<file path="src/rtl/upsamp_pkg.sv">
package upsamp_pkg;
    typedef enum logic {
        ST_HEAD = 1'b0,
        ST_FILL = 1'b1
    } frame_state_t;
endpackage

</file>
<file path="src/rtl/upsamp_phase.sv">
module upsamp_phase
    import upsamp_pkg::*;
#(
    parameter int FACTOR = 4
) (
    input  logic clk,
    input  logic rst_n,
    input  logic slow_ce,
    input  logic fast_ce,
    output logic head_slot
);
    localparam int CNT_W = (FACTOR > 2) ? $clog2(FACTOR) : 1;
    localparam logic [CNT_W-1:0] LAST_IDX = CNT_W'(FACTOR - 1);

    frame_state_t state_q, state_d;
    logic [CNT_W-1:0] cnt_q, cnt_d;

    initial begin
        a_r4_factor_min: assert (FACTOR >= 2);
    end

    // Slow enable forces a head slot (REALIGN)
    assign head_slot = slow_ce || (state_q == ST_HEAD);

    always_ff @(posedge clk) begin
        if (!rst_n) begin
            state_q <= ST_HEAD;
            cnt_q   <= '0;
        end else begin
            state_q <= state_d;
            cnt_q   <= cnt_d;
        end
    end

    always_comb begin
        state_d = state_q;
        cnt_d   = cnt_q;
        if (fast_ce) begin
            if (head_slot) begin
                state_d = ST_FILL;            // START
                cnt_d   = CNT_W'(1);
            end else begin
                unique case (state_q)
                    ST_FILL: begin
                        if (cnt_q == LAST_IDX) begin
                            state_d = ST_HEAD; // WRAP
                            cnt_d   = '0;
                        end else begin
                            cnt_d   = cnt_q + CNT_W'(1); // STEP
                        end
                    end
                    default: begin
                        state_d = ST_HEAD;
                        cnt_d   = '0;
                    end
                endcase
            end
        end else if (slow_ce) begin
            state_d = ST_HEAD;                // REALIGN without a slot
            cnt_d   = '0;
        end
    end

    a_r4_cnt_bound: assert property (@(posedge clk) disable iff (!rst_n)
        (state_q == ST_FILL) |-> (cnt_q >= CNT_W'(1) && cnt_q <= LAST_IDX));
    a_r4_wrap_to_head: assert property (@(posedge clk) disable iff (!rst_n)
        (fast_ce && !slow_ce && state_q == ST_FILL && cnt_q == LAST_IDX) |=> (state_q == ST_HEAD));
    a_r6_realign: assert property (@(posedge clk) disable iff (!rst_n)
        (slow_ce && !fast_ce) |=> (state_q == ST_HEAD));
endmodule

</file>
<file path="src/rtl/upsamp_hold.sv">
module upsamp_hold #(
    parameter int DATA_W = 16
) (
    input  logic              clk,
    input  logic              rst_n,
    input  logic              slow_ce,
    input  logic [DATA_W-1:0] din,
    output logic [DATA_W-1:0] held
);
    always_ff @(posedge clk) begin
        if (!rst_n)       held <= '0;
        else if (slow_ce) held <= din;
    end

    a_r6_hold_stable: assert property (@(posedge clk) disable iff (!rst_n)
        !slow_ce |=> $stable(held));
endmodule

</file>
<file path="src/rtl/upsamp_outmux.sv">
module upsamp_outmux #(
    parameter int DATA_W = 16
) (
    input  logic              clk,
    input  logic              rst_n,
    input  logic              fast_ce,
    input  logic              zero_fill,
    input  logic              head_slot,
    input  logic [DATA_W-1:0] sample,
    output logic [DATA_W-1:0] dout,
    output logic              out_valid,
    output logic              head_flag
);
    logic [DATA_W-1:0] slot_val;

    // Two-way select: sample or constant zero
    assign slot_val = (zero_fill && !head_slot) ? '0 : sample;

    always_ff @(posedge clk) begin
        if (!rst_n) begin
            dout      <= '0;
            out_valid <= 1'b0;
            head_flag <= 1'b0;
        end else begin
            out_valid <= fast_ce;
            head_flag <= fast_ce && head_slot;
            if (fast_ce) dout <= slot_val;
        end
    end

    a_r8_hold_dout: assert property (@(posedge clk) disable iff (!rst_n)
        !fast_ce |=> ($stable(dout) && !head_flag));
endmodule

</file>
<file path="src/rtl/upsamp_ce.sv">
module upsamp_ce #(
    parameter int DATA_W = 16,
    parameter int FACTOR = 4
) (
    input  logic              clk,
    input  logic              rst_n,
    input  logic              slow_ce,
    input  logic              fast_ce,
    input  logic              zero_fill,
    input  logic [DATA_W-1:0] din,
    output logic [DATA_W-1:0] dout,
    output logic              out_valid,
    output logic              head_flag
);
    logic              head_slot;
    logic [DATA_W-1:0] held;
    logic [DATA_W-1:0] sample;

    upsamp_phase #(.FACTOR(FACTOR)) u_phase (
        .clk(clk), .rst_n(rst_n), .slow_ce(slow_ce),
        .fast_ce(fast_ce), .head_slot(head_slot)
    );

    upsamp_hold #(.DATA_W(DATA_W)) u_hold (
        .clk(clk), .rst_n(rst_n), .slow_ce(slow_ce),
        .din(din), .held(held)
    );

    // New sample bypasses the hold register on its arrival cycle
    assign sample = slow_ce ? din : held;

    upsamp_outmux #(.DATA_W(DATA_W)) u_outmux (
        .clk(clk), .rst_n(rst_n), .fast_ce(fast_ce), .zero_fill(zero_fill),
        .head_slot(head_slot), .sample(sample),
        .dout(dout), .out_valid(out_valid), .head_flag(head_flag)
    );

    a_r1_valid_on: assert property (@(posedge clk) disable iff (!rst_n)
        fast_ce |=> out_valid);
    a_r1_valid_off: assert property (@(posedge clk) disable iff (!rst_n)
        !fast_ce |=> !out_valid);
    a_r3_zero_in_fill: assert property (@(posedge clk) disable iff (!rst_n)
        (fast_ce && zero_fill && !slow_ce) |=> (head_flag || dout == '0));
    a_r2_repeat_held: assert property (@(posedge clk) disable iff (!rst_n)
        (fast_ce && !zero_fill && !slow_ce) |=> (dout == $past(held)));
    a_r5_head_on_arrival: assert property (@(posedge clk) disable iff (!rst_n)
        (fast_ce && slow_ce) |=> (head_flag && dout == $past(din)));
    a_r7_flag_needs_valid: assert property (@(posedge clk) disable iff (!rst_n)
        head_flag |-> out_valid);
endmodule

</file>
<file path="config.mk">
export PLATFORM = sky130hd
export DESIGN_NAME = upsamp_ce
export DESIGN_NICKNAME = d
export VERILOG_FILES = /design/src/rtl/upsamp_pkg.sv /design/src/rtl/upsamp_phase.sv /design/src/rtl/upsamp_hold.sv /design/src/rtl/upsamp_outmux.sv /design/src/rtl/upsamp_ce.sv
export SDC_FILE = /design/constraint.sdc
export NUM_CORES = 1
export LEC_CHECK = 0
export BUFFER_PORTS_ARGS = -buffer_cell sky130_fd_sc_hd__clkbuf_2
export CORE_AREA = 4 4 56 58
export CTS_CLUSTER_DIAMETER = 200
export DETAILED_ROUTE_END_ITERATION = 8
export DIE_AREA = 0 0 60 62
export PLACE_DENSITY = 0.78
export REMOVE_ABC_BUFFERS = 1
export SLEW_MARGIN = 10
export SYNTH_ARGS = -nofsm -noshare
export SYNTH_HDL_FRONTEND = slang
export SYNTH_SLANG_ARGS = --single-unit
</file>
<file path="constraint.sdc">
create_clock -name clk -period 1.6 [get_ports clk]
set_input_delay 0.16 -clock clk [delete_from_list [all_inputs] [get_ports clk]]
set_output_delay 0.16 -clock clk [all_outputs]
set_load 0.01 [all_outputs]
</file>
======== Yosys cells after proc, flatten, opt, wreduce, memory -nomap -nowiden ========
Index checks and enable logic that the tools add are counted.
word-level totals
  output and inout port bits .............. 18
  word-level logic and storage cells ...... 26
  bits in registers ....................... 37
  input bits .............................. 21
cells by class
  bitwise gates (word level) .............. 1
  reductions and logical operators ........ 5
  add/subtract/negate cells ............... 1
  muxes and demuxes ....................... 12
  equal/unequal tests ..................... 1
operator list
  operator                                                        number
  16-bit 2-to-1 mux                                               2
  2-bit 2-to-1 mux                                                5
  1-bit 2-to-1 mux                                                5
  2-bit by 1-bit adder with 2-bit output (second input constant)  1
  2-bit == test (second input constant)                           1
  1-bit logical AND                                               2
  2-bit nonzero test                                              1
  1-bit zero test                                                 1
  1-bit logical OR                                                1
  1-bit NOT                                                       1

======== Depth between registers and ports, before layout ========
Gate-level depths: netlist (run 1).
  word-level depth ........................ 5
  mapped depth ............................ 4
  depth with buffers taken out ............ 4

======== Modules after synthesis ========
From an unflattened synthesis (run 1), not the netlist that was laid out.
second synthesis, totals
  cell total of the unflattened synthesis .. 158
  area total of the unflattened synthesis .. 1746.7 um^2
by module, submodules not included
  module         area an instance (um^2)  cells an instance  instances
  upsamp_outmux  735.7                    75                 1
  upsamp_hold    615.6                    51                 1
  upsamp_ce      249.0                    18                 1
  upsamp_phase   146.4                    14                 1

======== Worst setup path before layout (run 1) ========
Ideal clock, no wire load.
  path type ............................... reg-to-reg
  start ................................... register u_phase.state_q
  end ..................................... register u_outmux.dout[0]
  required time ........................... 1.483 ns
  arrival ................................. 0.850 ns
  path slack .............................. 0.633 ns
  stages on the path, launching flop included .. 4
  clock period less this slack ............ 0.967 ns
  path through ............................ dfxtp_1 -> nand3b_4 -> buf_6 -> a32o_1
on the way
  word-level cells in the longest chain between the ends .. 5
RTL lines
  what                    RTL line             source
  start, declared         upsamp_phase.sv:15   frame_state_t state_q, state_d;
  start signal, assigned  upsamp_phase.sv:30   state_q <= state_d;
  1-bit NOT               upsamp_phase.sv:23   assign head_slot = slow_ce || (state_q == ST_HEAD);
  1-bit logical OR        upsamp_phase.sv:23
  1-bit zero test         upsamp_outmux.sv:17  assign slot_val = (zero_fill && !head_slot) ? '0 : sample;
  1-bit logical AND       upsamp_outmux.sv:17
  16-bit 2-to-1 mux       upsamp_outmux.sv:17
  end signal, assigned    upsamp_outmux.sv:27  if (fast_ce) dout <= slot_val;
  end, declared           upsamp_outmux.sv:10  output logic [DATA_W-1:0] dout,
No other way between the ends.
A chain may end at the register's enable or synchronous reset.

==> metrics.md, run 1 <==
| Metric | Value |
|---|---|
| Worst Path Required | 1870 ps |
| Clk_skew | 8.89 ps |
| Vias in the first global route | 917 |
| Actual slew at the worst max-slew pin | 1100 ps |
| Area growth syn-to-layout | 20.0% |
| Top_reg_cell synth | dfxtp_1 |
| Sequential fraction of the synthesis area | 54.2% |
| Most frequent cells in the layout | clkbuf_2, dfxtp_1, mux2i_1, a32o_1 |
| Status | complete, no violations |
| Post-route cell area | 1640 µm² |
| Worst-path cell chain | clkbuf_2 -> nor2b_1 -> a32o_1 |
| Antenna Cells | 0 |
| Met2 usage | 27.0% |
| DP Worst Slack | 193 ps |
| DRT Pass-1 Iters | 4 |
| Setup violations, final | 0 |
| Die area | 3720 µm² |
| Via count | 968 |
| Core area | 2660 µm² |
| Initial Util | 51.3% |
| Register area | 741 µm² |
| Initial antenna violation count | 0 |
| Routed WL per cell | 14.6 µm |
| R2r endpoint | u_outmux.dout[15]$_SDFFE_PN0P_ |
| R2r startpoint | u_phase.state_q$_SDFFE_PN0P_ |
| Grt met1 use | 18.5% |
| FFs w/ async S/R, synth | 0% |
| First-pass GRT wire length | 4380 µm |
| Buffer depth of the longest clock path | 2 |
| Post-place instance area | 1550 µm² |
| Finished Layout Cells | 180 |
| Final Hold Viols | 0 |
| Post-synth EDFFs | 0 |
| H-tree depth | 2 |
| Post-route ant nets | 0 |
| Post-CTS Setup Bufs | 0 |
| Cts repair resizes | 0 |
| Critical Path Sink | u_outmux.dout[15]$_SDFFE_PN0P_ |
| Switching Fraction | 22.5% |
| Max-cap violation count | 0 |
| Post-DP HPWL | 1830 µm |
| CP max stage delay | 840 ps |
| # port buffers | 38 |
| Power Density | 1130 nW/µm² |
| Mapped cell area | 1370 µm² |
| Worst-Skew Late Latency | 330 ps |
| Most common library cell in the layout ignoring fill and taps | clkbuf_2 |
| Fin crit period | 1070 ps |
| Internal | 1.44 mW |
| M3 GR Usage | 5.99% |
| Clk pwr share | 36.2% |
| Crit path DAT | 1340 ps |
| Crit-path slowest cell | nor2b_1 |
| Gpl congestion | 0.752 |
| Die width | 60 µm |
| Initial DRC count | 26 |
| Synth Warn # | 0 |
| Fin nets | 170 |
| Hold slack | 112 ps |
| Layout fillers | 237 |
| Synth top area share | 54.2% |
| R2R cell count | 2 |
| Relative slew margins | 26.6% |
| LEAKAGE | 0.745 nW |
| CTS root buf | clkbuf_4 |
| Kind of path behind the tightest hold check | primary input to register |
| Part of the power in combinational logic | 10.4% |
| Peak supply drop | 0.877 mV |
| Setup ws final | 529 ps |
| All-Layer GR Usage | 16.3% |
| Share of post-route cells with drive strength above 1 | 38.9% |
| Crit path max fanout | 16 |
| Largest net degree at the start of global routing | 24 |
| WL final | 2620 µm |
| Grt peak-use layer | met2 |
| Switch Pwr | 0.419 mW |
| Clk sinks | 37 |
| Remaining DRCs | 0 |
| Final period util | 66.9% |
| Tot Pwr | 1.86 mW |
| Largest area contributor in the netlist | dfxtp_1 |
| Placed cell count | 172 |
| Synth Instances | 110 |
| Avg Cell Area, Syn | 12.4 µm² |
| Critical Path Source Type | primary input |
| Final Core Density | 61.6% |
| Hold-fix buffers, CTS | 0 |
| Multi-input logic area | 566 µm² |
| Crit. Startpoint | fast_ce |
| Site Rows | 19 |
| Unrepaired setup endpoints after global routing | no |
| DR vias/cell | 5.38 |
| # IOs | 39 |
| Chip height | 62 µm |
| R2r setup slk | 560 ps |
| CTS tree | yes |
| Number of synthesized register bits | 37 |
| Slew Limit Fails | 0 |
| Max Clk Rate | 934 MHz |
| TritonCTS Buffers | 5 |
| Setup TNS | 0 ps |
| CP Class | primary input to register |
| Synth unique cells | 21 |
| Critical path capture point type | register |
| Dominant cells by area after synthesis | dfxtp_1, a32o_1, mux2i_1 |
| GRT overflow | 0 |
| Flop pwr share | 53.5% |
| Clk pin slew, worst setup/hold paths | 120 ps |
==> how the worst min path moves through the flow <==
stage | start | end | slack [ps] | cells past startpoint
6_report | din[6] | u_hold.held[6]$_SDFF_PN0_ | 110 | 3
5_1_grt | din[9] | u_hold.held[9]$_SDFF_PN0_ | 100 | 3
4_1_cts | din[6] | u_hold.held[6]$_SDFF_PN0_ | 100 | 3
3_5_place_dp | din[6] | u_hold.held[6]$_SDFF_PN0_ | 460 | 3
3_3_place_gp | u_outmux.dout[11]$_SDFFE_PN0P_ | u_outmux.dout[11]$_SDFFE_PN0P_ | 450 | 1
2_1_floorplan | slow_ce | u_phase.cnt_q[1]$_SDFFE_PN0P_ | 240 | 1
==> kinds of logic (layout without fill, tap and decap cells) <==
| group | after synthesis | count (layout) | share of synthesized area [%] |
|---|---|---|---|
| DFF | 37 | 37 | 54.2 |
| and+or+nand+nor | 27 | 27 | 14.9 |
| AOI/OAI and AO/OA | 20 | 20 | 13.8 |
| muxes | 16 | 16 | 11.7 |
| buffers and inverters | 9 | 48 | 4.40 |
| adders and majority gates | 1 | 1 | 0.916 |
==> cells in the mapped netlist, types with 2 or more instances <==
master	number
dfxtp_1	37
a32o_1	16
mux2i_1	16
nor2b_1	9
nor2b_2	9
buf_6	3
clkbuf_1	3
and2_1	2
buf_2	2
nand2b_1	2
==> sequential cells by signal (all words and copies together) (netlist names) <==
name,count
u_phase.cnt_q,2
u_outmux.out_valid,1
u_outmux.dout,16
u_phase.state_q,1
u_hold.held,16
u_outmux.head_flag,1
==> critical path, delay by kind of cell <==
kind                   cells  cell delay (ps)
AND/OR/NAND/NOR            1              840
buffers and inverters      1              100
AO/OA/AOI/OAI              1              240
==> routing by layer <==
metal  vias up  wire [µm]
li1        479          -
met1       456       1110
met2        29       1300
met3         4        171
met4         0         38
met5         -          0
==> layout make-up <==
cell class | count | area share [%]
flip-flops and latches | 37 | 45.2
multi-input cells | 64 | 34.5
repair buffers | 40 | 12.5
clock buffers | 6 | 3.13
well taps | 31 | 2.37
clock inverters | 2 | 2.29
==> power groups by stage <==
| stage | combinational (mW) | sequential, mW | clock [mW] |
|---|---|---|---|
| 6_report | 0.193 | 0.995 | 0.673 |
| 5_1_grt | 0.212 | 1.00 | 0.744 |
| 4_1_cts | 0.195 | 0.995 | 0.684 |
| 3_5_place_dp | 0.194 | 1.02 | 0 |
| 3_3_place_gp | 0.187 | 1.01 | 0 |
| 2_1_floorplan | 0.0903 | 1.02 | 0 |
Power figures use the tool's default switching activity.
==> run 2: changes to the inputs <==
--- a/config.mk
+++ b/config.mk
@@ -5,12 +5,13 @@
 export SDC_FILE = /design/constraint.sdc
 export NUM_CORES = 1
 export LEC_CHECK = 0
+export ABC_AREA = 1
 export BUFFER_PORTS_ARGS = -buffer_cell sky130_fd_sc_hd__clkbuf_2
-export CORE_AREA = 4 4 56 58
+export CORE_AREA = 4 4 63 65
 export CTS_CLUSTER_DIAMETER = 200
 export DETAILED_ROUTE_END_ITERATION = 8
-export DIE_AREA = 0 0 60 62
-export PLACE_DENSITY = 0.78
+export DIE_AREA = 0 0 67 69
+export PLACE_DENSITY = 0.7
 export REMOVE_ABC_BUFFERS = 1
 export SLEW_MARGIN = 10
 export SYNTH_ARGS = -nofsm -noshare
==> constraint.sdc (replaced) <==
create_clock -name clk -period 0.9 [get_ports clk]
set_input_delay 0.09 -clock clk [delete_from_list [all_inputs] [get_ports clk]]
set_output_delay 0.09 -clock clk [all_outputs]
set_load 0.01 [all_outputs]
==> metrics.md, run 2 <==
| Metric | Value |
|---|---|
| Dominant cells by area after synthesis | dfxtp_1, nand2_1, inv_1 |
| Synth Warn # | 0 (unchanged) |
| Clk pin slew, worst setup/hold paths | 110 ps (about the same) |
| Core area | 3340 µm² (+25%) |
| CP top delay family | flip-flops |
| Final Hold Viols | 0 (unchanged) |
| CTS tree | yes |
| Share of post-route cells with drive strength above 1 | 41.2% (+2.3 points) |
| Switching Fraction | 26.8% (+4.2 points) |
| Chip height | 69 µm (+11%) |
| Kind of path behind the tightest hold check | primary input to register |
| Top-count cell post-synth | nand2_1 |
| Initial DRC count | 54 (+110%) |
| Avg Cell Area, Syn | 7.73 µm² (-38%) |
| Clk_skew | 6.61 ps (-2.29 ps) |
| CP Class | register to output pin |
| LEAKAGE | 1.09 nW (+47%) |
| DRT Pass-1 Iters | 4 (unchanged) |
| Largest area contributor in the netlist | dfxtp_1 |
| Worst-path cell chain | buf_6 |
| Gpl congestion | 0.744 (-1.1%) |
| Critical path capture point type | output pin |
| Sequential fraction of the synthesis area | 49.2% (-5.0 points) |
| Part of the power in combinational logic | 16.3% (+5.9 points) |
| Remaining DRCs | 0 (unchanged) |
| Clk sinks | 37 (unchanged) |
| Crit path DAT | 810 ps (-530 ps) |
| Site Rows | 21 (+2) |
| DR vias/cell | 4.42 (-18%) |
| FFs w/ async S/R, synth | 0% (unchanged) |
| Flop pwr share | 55.1% (+1.6 points) |
| Post-route ant nets | 0 (unchanged) |
| Clk pwr share | 28.6% (-7.6 points) |
| Initial Util | 45.1% (-6.2 points) |
| CP max stage delay | 350 ps (-490 ps) |
| Crit. Startpoint | u_outmux.dout[15]$_SDFFE_PN0P_ |
| Relative slew margins | 87.7% (+61 points) |
| Largest net degree at the start of global routing | 24 (unchanged) |
| Hold-fix buffers, CTS | 0 (unchanged) |
| Slew Limit Fails | 0 (unchanged) |
| Buffer depth of the longest clock path | 2 (unchanged) |
| CP bufs+invs | 1 (unchanged) |
| Internal | 2.40 mW (+67%) |
| Regs by FF count | u_hold.held x16, u_outmux.dout x16, u_phase.cnt_q x2 |
| Unrepaired setup endpoints after global routing | yes |
| H-tree depth | 2 (unchanged) |
| Crit path max fanout | 2 (-14) |
| R2r setup slk | 50 ps (-510 ps) |
| # IOs | 39 (unchanged) |
| Synth unique cells | 18 (-14%) |
| First-pass GRT wire length | 5090 µm (+16%) |
| Status | complete, no violations |
| Max Clk Rate | 1110 MHz |
| Most common library cell in the layout ignoring fill and taps | nand2_1 |
| Crit-path slowest cell | dfxtp_2 |
| Initial antenna violation count | 0 (unchanged) |
| Beginning of the worst hold path | din[2] |
| Die area | 4620 µm² (+24%) |
| Die width | 67 µm (+12%) |
| Number of synthesized register bits | 37 (unchanged) |
| Final Core Density | 60.2% (-1.4 points) |
| Critical Path Source Type | register |
| All-Layer GR Usage | 14.4% (-1.9 points) |
| Vias in the first global route | 1172 (+28%) |
| Worst-Skew Late Latency | 350 ps (+20 ps) |
| CTS root buf | clkbuf_4 |
| Worst Path Required | 810 ps (-1060 ps) |
| Setup violations, final | 0 (unchanged) |
| Power Density | 1630 nW/µm² (+44%) |
| Fin crit period | 897 ps |
| Peak supply drop | 0.877 mV (about the same) |
| Most frequent cells in the layout | nand2_1, inv_1, clkbuf_2 |
| Routed WL per cell | 10.6 µm (-27%) |
| Setup TNS | 0 ps (unchanged) |
| R2r startpoint | u_phase.state_q$_SDFFE_PN0P_ |
| Antenna Cells | 0 (unchanged) |
| WL final | 3080 µm (+17%) |
| # port buffers | 38 (unchanged) |
| Via count | 1286 (+33%) |
| Tot Pwr | 3.28 mW (+76%) |
| Max-cap violation count | 0 (unchanged) |
| Actual slew at the worst max-slew pin | 184 ps (-915 ps) |
| Mapped cell area | 1510 µm² (+10%) |
| Synth top area share | 49.2% (-5.0 points) |
| Switch Pwr | 0.879 mW (+110%) |
| Synth Instances | 195 (+77%) |
| GRT overflow | 0 (unchanged) |
| Layout fillers | 319 (+35%) |
| Post-DP HPWL | 2120 µm (+16%) |
| Area growth syn-to-layout | 33.3% |
| TritonCTS Buffers | 5 (unchanged) |
| Final period util | 99.7% |
| Commonest cells post-synth | nand2_1, dfxtp_1, inv_1 |
| Post-synth EDFFs | 0 (unchanged) |
| Top_reg_cell synth | dfxtp_1 |
| Fin nets | 266 (+56%) |
## run 2: kinds of logic (layout without fill, tap and decap cells)
family | count (synthesis) | in the layout | share of synthesized area (%)
DFF | 37 | 37 | 49.2
adders and majority gates | 1 | 1 | 0.830
buffers and inverters | 46 | 96 | 14.4
and+or+nand+nor | 99 | 99 | 31.4
AOI/OAI and AO/OA | 12 | 12 | 4.24
## run 2: path summary, 6_finish.rpt
path | to | depth (start not counted)
worst max register to register | u_outmux.dout[11]$_SDFFE_PN0P_ | 4
worst max-delay path | dout[15] | 1
worst min-delay path | u_hold.held[2]$_SDFF_PN0_ | 5
worst min register to register | u_outmux.dout[2]$_SDFFE_PN0P_ | 2
## run 2: layer usage
layer	wire, µm	GRT usage, %
met2	1380	21.0
met3	195	5.36
met4	63	6.76
met1	1440	18.6
met5	0	0
## run 2: worst min-delay path, delay by kind of cell
family	cells	cell delay (ps)
and+or+nand+nor	3	130
buffers and inverters	2	120
## run 2: power groups by stage
stage	logic [mW]	registers, mW	clock network, mW
global route	0.600	1.82	1.05
finish	0.536	1.81	0.939
floorplan	0.211	1.85	0
detailed placement	0.469	1.83	0
global placement	0.461	1.82	0
CTS	0.478	1.80	0.984
## run 2: area by class of cell
class	count	area [µm²]	share of cell area (%)
Sequential cell	37	764	38.1
Clock inverter	2	13.8	0.685
Tap cell	46	57.6	2.87
Inverter	40	153	7.60
Timing Repair Buffer	48	415	20.7
Clock buffer	6	51.3	2.55
Multi-Input combinational cell	112	553	27.5
## run 2: timing repair
| item | 4_1_cts | 5_1_grt |
|---|---|---|
| gates resized for setup | 16 | 42 |
| setup endpoints to repair | 16 | 25 |
| cloned | 0 | 0 |
| pin swaps | 0 | 1 |
| setup buffers | 1 | 1 |
## run 2: through the flow
step	setup slack (ps)	hold slack [ps]	cells	cell area, µm²
after floorplan	55.7	222	189	1440
after global placement	48.5	391	281	1800
after detailed placement	35.4	399	281	1800
after CTS	-35.1	11.0	290	1890
after global routing	-51.7	11.0	291	2010
final	2.74	29.6	291	2010
==> run 3: changes to the inputs <==
--- a/config.mk
+++ b/config.mk
@@ -11,6 +11,7 @@
 export CTS_CLUSTER_DIAMETER = 200
 export DETAILED_ROUTE_END_ITERATION = 8
 export DIE_AREA = 0 0 67 69
+export HOLD_SLACK_MARGIN = 0.08
 export PLACE_DENSITY = 0.7
 export REMOVE_ABC_BUFFERS = 1
 export SLEW_MARGIN = 10
==> metrics.md, run 3 (synthesized netlist as in run 2, its figures left out) <==
| Metric | Value |
|---|---|
| Status | complete, no violations |
| Peak supply drop | 0.884 mV (+0.85%) |
| Clk sinks | 37 (unchanged) |
| Relative slew margins | 87.9% (+0.19 points) |
| Fin nets | 283 (+6.4%) |
| Setup ws final | 1.58 ps (-1.15 ps) |
| Unrepaired setup endpoints after global routing | yes |
| Vias in the first global route | 1248 (+6.5%) |
| Worst-path cell chain | buf_6 |
| # port buffers | 38 (unchanged) |
| CP Class | register to output pin |
| Post-route ant nets | 0 (unchanged) |
| Final period util | 99.8% (+0.13 points) |
| Die width | 67 µm (unchanged) |
| Worst Path Required | 810 ps (about the same) |
| Initial Util | 45.1% (unchanged) |
| Post-DP HPWL | 2120 µm (unchanged) |
| DRT Pass-1 Iters | 4 (unchanged) |
| Worst-Skew Late Latency | 350 ps (about the same) |
| Final Core Density | 65.4% (+5.2 points) |
| Most frequent cells in the layout | nand2_1, inv_1, clkbuf_2 |
| Die area | 4620 µm² (unchanged) |
| Fin crit period | 898 ps (+1.15 ps) |
| Register area | 764 µm² (unchanged) |
| Power Density | 1540 nW/µm² (-6.0%) |
| WL final | 3440 µm (+12%) |
| CTS root buf | clkbuf_4 |
| Area growth syn-to-layout | 44.8% |
| All-Layer GR Usage | 15.4% (+1.0 points) |
| Chip height | 69 µm (unchanged) |
| Crit-path slowest cell | dfxtp_2 |
| Largest net degree at the start of global routing | 24 (unchanged) |
| Clk pin slew, worst setup/hold paths | 120 ps (about the same) |
| Setup TNS | 0 ps (unchanged) |
| Initial antenna violation count | 0 (unchanged) |
| Layout fillers | 293 (-8.2%) |
| GRT overflow | 0 (unchanged) |
| Regs by FF count | u_hold.held x16, u_outmux.dout x16, u_phase.cnt_q x2 |
| Critical Path Source Type | register |
| Share of post-route cells with drive strength above 1 | 38.5% (-2.7 points) |
| DR vias/cell | 4.38 (-0.96%) |
| Critical path capture point type | output pin |
| Site Rows | 21 (unchanged) |
| Via count | 1348 (+4.8%) |
| Routed WL per cell | 11.2 µm (+5.5%) |
| First-pass GRT wire length | 5420 µm (+6.6%) |
| Most common library cell in the layout ignoring fill and taps | nand2_1 |
| Actual slew at the worst max-slew pin | 181 ps (-2.87 ps) |
| Remaining DRCs | 0 (unchanged) |
| Setup violations, final | 0 (unchanged) |
| Slew Limit Fails | 0 (unchanged) |
| Gpl congestion | 0.744 (unchanged) |
| Max-cap violation count | 0 (unchanged) |
| Crit path max fanout | 2 (unchanged) |
| Clk_skew | 9.80 ps (+3.19 ps) |
| Max Clk Rate | 1110 MHz (-0.13%) |
| Antenna Cells | 0 (unchanged) |
| CTS tree | yes |
| CP top delay family | flip-flops |
| CP max stage delay | 350 ps (about the same) |
| Core area | 3340 µm² (unchanged) |
| # IOs | 39 (unchanged) |
| Final Hold Viols | 0 (unchanged) |
| CP bufs+invs | 1 (unchanged) |
| H-tree depth | 2 (unchanged) |
| TritonCTS Buffers | 5 (unchanged) |
| LEAKAGE | 1.17 nW (+7.3%) |
| Crit path DAT | 810 ps (about the same) |
| DP Worst Slack | 35.4 ps (unchanged) |
| Initial DRC count | 57 (+5.6%) |
| Buffer depth of the longest clock path | 2 (unchanged) |
| Multi-input logic area | 553 µm² (unchanged) |
| Kind of path behind the tightest hold check | primary input to register |
## run 3: cell types whose count changed in the layout (fill, tap and decap cells not counted), sizes merged
cell | before | now
dlygate4sd3 | 0 | 16
dlymetal6s4s | 0 | 1
## run 3: per-stage QoR
stage,cells,instance area (µm²),hold WS [ps],total power [mW]
detailed placement,281,1800,399,2.30
global route,308,2180,86.3,3.54
floorplan,189,1440,222,2.06
CTS,307,2060,80.9,3.32
global placement,281,1800,391,2.28
finish,308,2180,78.5,3.35
## run 3: layer usage
| metal | global-route usage [%] | vias up | part of all wire [%] |
|---|---|---|---|
| li1 | - | 699 | - |
| met1 | 19.0 | 607 | 44 |
| met2 | 23.8 | 35 | 49 |
| met3 | 5.52 | 7 | 5.0 |
| met4 | 6.76 | 0 | 1.8 |
| met5 | 0 | - | 0 |
## run 3: layout make-up
type,instances,area share [%]
tap,46,2.64
inverter,40,7.00
clock inverter,2,0.631
multi-input combinational,112,25.4
clock buffer,6,2.35
timing repair buffer,65,27.0
sequential,37,35.1
## run 3: path summary, 6_finish.rpt
| check | cells after the start | endpoint | start | slack [ps] |
|---|---|---|---|---|
| setup / recovery | 1 | dout[15] | u_outmux.dout[15]$_SDFFE_PN0P_ | 2 |
| hold / removal | 3 | u_phase.cnt_q[0]$_SDFFE_PN0P_ | rst_n | 80 |
| setup reg to reg | 4 | u_outmux.dout[14]$_SDFFE_PN0P_ | u_phase.state_q$_SDFFE_PN0P_ | 50 |
| hold reg to reg | 2 | u_outmux.dout[12]$_SDFFE_PN0P_ | u_outmux.dout[12]$_SDFFE_PN0P_ | 460 |
## run 3: repair_timing
item	in CTS	in global routing
setup buffers	1	1
resized for setup	16	43
endpoints found under the hold margin	24	0
pin swaps	0	1
setup endpoints to repair	16	25
hold buffers	17	0
## run 3: where the power goes
part / internal [mW] / total (mW) / switching (mW) / leakage [nW]
clock network: 0.381 / 0.941 / 0.560 / 0.0382
registers: 1.76 / 1.81 / 0.0506 / 0.313
logic: 0.314 / 0.601 / 0.287 / 0.821
total: 2.45 / 3.35 / 0.898 / 1.17
